===== config.mk =====
export PLATFORM = sky130hd
export DESIGN_NAME = rt_timer
export DESIGN_NICKNAME = d
export VERILOG_FILES = /design/src/rtl/rt_timer.sv
export SDC_FILE = /design/constraint.sdc
export NUM_CORES = 1
export LEC_CHECK = 0
export BUFFER_PORTS_ARGS = -buffer_cell sky130_fd_sc_hd__buf_2
export CORE_UTILIZATION = 61
export DETAILED_ROUTE_END_ITERATION = 16
export PLACE_DENSITY = 0.91
export SETUP_SLACK_MARGIN = 0.02
export SYNTH_ARGS = -nofsm -noshare
export SYNTH_HDL_FRONTEND = slang
export SYNTH_SLANG_ARGS = --single-unit
export TNS_END_PERCENT = 20

===== constraint.sdc =====
create_clock -name clk -period 2.9 [get_ports clk]
set_clock_uncertainty 0.05 [all_clocks]
set_input_delay 0 -clock clk [delete_from_list [all_inputs] [get_ports clk]]
set_output_delay 0 -clock clk [all_outputs]
set_load 0.05 [all_outputs]

===== src/rtl/rt_timer.sv =====
module rt_timer #(
  parameter int ADDR_W = 4
) (
  input  logic              clk,
  input  logic              rst_n,
  input  logic              tick_en,
  input  logic              bus_valid,
  input  logic              bus_we,
  input  logic [ADDR_W-1:0] bus_addr,
  input  logic [31:0]       bus_wdata,
  output logic [31:0]       bus_rdata,
  output logic              timer_irq
);
  localparam int TIME_W = 64;
  localparam int WORD_W = 32;
  localparam logic [ADDR_W-1:0] OFS_TLO = ADDR_W'(4'h0);
  localparam logic [ADDR_W-1:0] OFS_THI = ADDR_W'(4'h4);
  localparam logic [ADDR_W-1:0] OFS_CLO = ADDR_W'(4'h8);
  localparam logic [ADDR_W-1:0] OFS_CHI = ADDR_W'(4'hC);

  logic [TIME_W-1:0] time_q, cmp_q;
  logic              pend_q;
  logic [WORD_W-1:0] rdata_q;

  wire wr      = bus_valid & bus_we;
  wire rd      = bus_valid & ~bus_we;
  wire wr_tlo  = wr & (bus_addr == OFS_TLO);
  wire wr_thi  = wr & (bus_addr == OFS_THI);
  wire wr_clo  = wr & (bus_addr == OFS_CLO);
  wire wr_chi  = wr & (bus_addr == OFS_CHI);
  wire wr_time = wr_tlo | wr_thi;
  wire wr_cmp  = wr_clo | wr_chi;
  wire hit     = ~(time_q < cmp_q);

  logic [WORD_W-1:0] rd_mux;
  always_comb begin
    unique case (bus_addr)
      OFS_TLO: rd_mux = time_q[WORD_W-1:0];
      OFS_THI: rd_mux = time_q[TIME_W-1:WORD_W];
      OFS_CLO: rd_mux = cmp_q[WORD_W-1:0];
      OFS_CHI: rd_mux = cmp_q[TIME_W-1:WORD_W];
      default: rd_mux = '0;
    endcase
  end

  always_ff @(posedge clk) begin
    if (!rst_n) begin
      time_q <= '0;
    end else if (wr_tlo) begin
      time_q[WORD_W-1:0] <= bus_wdata;
    end else if (wr_thi) begin
      time_q[TIME_W-1:WORD_W] <= bus_wdata;
    end else if (tick_en) begin
      time_q <= time_q + 1'b1;
    end
  end

  always_ff @(posedge clk) begin
    if (!rst_n) begin
      cmp_q <= '1;
    end else if (wr_clo) begin
      cmp_q[WORD_W-1:0] <= bus_wdata;
    end else if (wr_chi) begin
      cmp_q[TIME_W-1:WORD_W] <= bus_wdata;
    end
  end

  always_ff @(posedge clk) begin
    if (!rst_n)      pend_q <= 1'b0;
    else if (wr_cmp) pend_q <= 1'b0;
    else if (hit)    pend_q <= 1'b1;
  end

  always_ff @(posedge clk) begin
    if (!rst_n) rdata_q <= '0;
    else        rdata_q <= rd ? rd_mux : '0;
  end

  assign bus_rdata = rdata_q;
  assign timer_irq = pend_q;
endmodule



## Word-level counts from Yosys, hierarchy flattened

Index checks and enable logic that the tools add are counted.

| operators by class | value |
|---|---|
| add/sub/neg operators | 1 |
| order comparisons | 1 |
| equal/unequal tests | 4 |
| mux-type cells | 5 |
| bitwise gates (word level) | 11 |
| reduce and logical (&&, ||, !) cells | 8 |

Operators by type and width:

| operator | count |
|---|---|
| one-hot mux 32 bit (4 select lines) | 1 |
| 2-to-1 mux 32 bit | 3 |
| adder 64 x 1 -> 64 bit, second input constant | 1 |
| less-than comparator 64 bit | 1 |
| 2-to-1 mux 64 bit | 1 |
| equality test 4 bit, second input constant | 2 |
| AND reduction 2 bit | 4 |
| AND 1 bit | 6 |
| equality test 4 x 3 -> 1 bit, second input constant | 1 |
| zero test 4 bit | 1 |
| NOT 1 bit | 4 |
| nonzero test 2 bit | 2 |
| inequality test 2 bit, second input constant | 1 |
| OR reduction 2 bit | 1 |
| bitwise OR 1 bit | 1 |

| storage, ports and cells | value |
|---|---|
| bits in registers | 161 |
| input bits | 41 |
| output and inout bits | 33 |
| logic and storage cells | 36 |

## Longest topological paths before layout

| logic depth | value |
|---|---|
| depth in word-level cells | 4 |
| mapped depth | 9 |
| gate-level depth less buffers | 8 |

## Worst setup path before layout

Ideal clock, no wire load.

| path | value |
|---|---|
| kind | register -> register |
| start | register time_q[29] |
| end | register time_q[54] |
| setup time | 0.070 ns |
| data arrival time | 2.083 ns |
| data required time | 2.780 ns |
| slack | 0.696 ns |
| cell stages (with the launch flop) | 8 |
| path buffers | 1 |
| period minus slack after synthesis | 2.204 ns |
| cell sequence | dfxtp_1 nand4_1 or3_1 or3_1 clkbuf_1 nor3_1 mux2_2 a21oi_1 |

| on the way | value |
|---|---|
| word-level cells in the longest chain between the ends | 3 |

RTL lines:

| what | line | source |
|---|---|---|
| start: declaration | 21 | `logic [TIME_W-1:0] time_q, cmp_q;` |
| start signal: indexed assignment | 50 | `time_q[WORD_W-1:0] <= bus_wdata;` |
| start signal: indexed assignment | 52 | `time_q[TIME_W-1:WORD_W] <= bus_wdata;` |
| start signal: assignment | 54 | `time_q <= time_q + 1'b1;` |
| adder 64 x 1 -> 64 bit | 54 |  |
| 2-to-1 mux 64 bit | 53 | `end else if (tick_en) begin` |
| 2-to-1 mux 32 bit | 51 | `end else if (wr_thi) begin` |

No other way between the ends. The select of a mux whose other input is x is not followed.
A chain may end at the register's enable or synchronous reset.

## Worst setup path after layout

| path | value |
|---|---|
| start | register time_q[3] |
| end | register time_q[63] |

Same word-level chain as after synthesis.

==> metrics.cfg <==
[outcome]
status = finished, final reports clean

[critical_path]
worst_setup_path_start_kind = register
worstSetupEndpointType = register
worstPathMaxFanout = 11
path_cells = nand4_4 -> nor4_4 -> and3_4 -> nand4_4 -> or4_1 -> a31oi_1
cpMaxStageDelayCell = dfxtp_1
cpMostUsedCell = nand4_4
critPathMaxStageDelay_ns = 0.54
cp.arrival_ns = 2.98
critPathKind = reg -> reg
cp.required_ns = 3.21

[cts]
numClockSinks = 161
cts-resized-gates = 0
numCtsBuffers = 17
cts_tree = done
path_clk_slew_ns = 0.07
cts_max_level = 4
cts_max_path_buffers = 2
clkLatencyLatePin_ns = 0.44
cts_hold_buffers = 34
cts_root_buf = clkbuf_16
cts_setup_buffers = 0

[yosys]
yosysUniqueCellTypes = 62
synth_area_sq_um = 9010
synthCells = 1105
synth.avg_cell_area_sq_um = 8.16
ys_seq_elements = 161
seq_area_frac_synth = 0.358
synth_nets = 1210
synth_top_area_cell = dfxtp_1
synthMostInstantiatedCell = dfxtp_1
synth-edff-count = 0
synth_common_cells = dfxtp_1, nand2_1, a21oi_1
synth_top_cell_area_share = 0.358
ys.flop_type = dfxtp_1
synth_area_leaders = dfxtp_1, ha_1, a22oi_1, o211ai_1, nand2_1
async_reset_ff_frac = 0
ys.warnings.count = 0

[global_route]
met1_usage = 0.518
antenna_found_initial = 0
busiest_layer = met2
grt_pass1_vias = 9009
grt_use_met3 = 0.113
grt_first_pass_wirelength_microns = 47000
grt_remaining_overflow = 0
grt_max_degree = 102
grt_usage = 0.404
met2_usage = 0.610

[die]
die-area_sq_um = 15300
start_util = 0.622
rows = 44
core_area_sq_um = 14500
die_h_microns = 124
die_w_microns = 124
io-pin-count = 74

[layout]
nets = 1293
area_growth_pct = 16.9
final_cell_area_sq_um = 10500
drive_gt1_frac = 0.128
n_fill_cell = 1056
diodes = 0

[placement]
port_buffers = 73
placed_area_sq_um = 9570
routabilityCongestion = 0.976
dp_slack_ns = 0.414
dp_hpwl_microns = 19300

[job]
max-cap-violations = 0

[sta]
period_needed_ns = 2.67
finalSetupViolCount = 0
fin_ws_ns = 0.230
slew_viol_final = 0
relSlewSlack = 0.335
clock.fmax_mhz = 374
worst_pin_slew_ns = 0.998
period_share = 0.921
hold_violations = 0
rsz0062_at_grt = no
tns_ns = 0

[power]
ir_drop_uv = 438
p_per_area_nw_per_um2 = 480
power_mw = 5.05
p_leak_nw = 4.46

[route]
vias = 9705
routed_wl_microns = 29900
wl_per_cell_microns = 21.6
firstDrtPassIters = 7
remaining_drc_errors = 0
drt_iter0_markers = 1563
vias_per_cell = 7.01
ant_nets = 0

[hold_path]
hold_class = in -> reg

## cell type report
class                   instances  area [sq um]  area share
multi-input cells             802          5270       0.500
clock buffers                  17           425      0.0404
repair buffers                134           921      0.0874
well taps                     184           230      0.0219
inverters                      72           270      0.0257
clock inverters                15           195      0.0185
flip-flops and latches        161          3220       0.306
## state kept, by name, indices dropped and copies added (netlist names)
register   cells
bus_rdata     32
cmp_q         64
time_q        64
timer_irq      1
## where the power goes
part / switching (mW) / internal (mW) / total [mW]
clock: 1.03 / 1.38 / 2.41
sequential: 0.0399 / 2.24 / 2.28
combinational: 0.228 / 0.138 / 0.366
total: 1.30 / 3.76 / 5.05
## through the flow
stage                     hold slack (ns)  utilization  cells
final                              0.0885        0.727   1385
after global routing                0.129        0.727   1385
after CTS                          0.0776        0.727   1385
after detailed placement            0.237        0.661   1319
after global placement              0.234        0.661   1319
after floorplan                    0.0785            -   1105
## layout by cell type, fill, tap and decap left out, types with 18 or more instances in the layout
cell / netlist / layout
dfxtp_1: 161 / 161
nand2_1: 130 / 130
a21oi_1: 85 / 85
a22oi_1: 77 / 77
o211ai_1: 75 / 75
buf_2: 6 / 73
inv_1: 71 / 71
ha_1: 64 / 64
nor2_1: 58 / 55
o21ai_0: 43 / 43
nand3_1: 40 / 40
dlygate4sd3_1: 0 / 34
nand4_1: 33 / 33
buf_4: 1 / 26
nor3_1: 22 / 21
a211oi_1: 18 / 18
## final timing paths
path,from,end,slack (ns),cells past startpoint
worst min-delay path,bus_addr[2],time_q[53],0.09,3
worst max-delay path,time_q[3],time_q[63],0.23,6
worst min register to register,cmp_q[0],cmp_q[0],0.47,2
worst max register to register,time_q[3],time_q[63],0.23,6
## critical path, delay by kind of cell (launching register included)
| kind | cells | cell delay, ns |
|---|---|---|
| AND/OR/NAND/NOR | 5 | 1.79 |
| AO/OA/AOI/OAI | 1 | 0.22 |
| flip-flops | 1 | 0.54 |
## layer usage
| layer | wire [microns] | vias up |
|---|---|---|
| li1 | - | 4269 |
| met1 | 11600 | 4466 |
| met2 | 13100 | 800 |
| met3 | 3760 | 170 |
| met4 | 1530 | 0 |
| met5 | 0 | - |
## logic make-up (layout without fill, tap and decap cells)
group | count (synthesis) | in the layout | share of synthesized area
and+or+nand+nor | 339 | 339 | 0.183
buffers and inverters | 142 | 238 | 0.0605
xor gates and xnor gates | 29 | 29 | 0.0282
DFF | 161 | 161 | 0.358
AOI/OAI and AO/OA | 355 | 355 | 0.264
adders and majority gates | 64 | 64 | 0.0889
muxes | 15 | 15 | 0.0172
No activity file was read; power rests on OpenSTA's default activity.
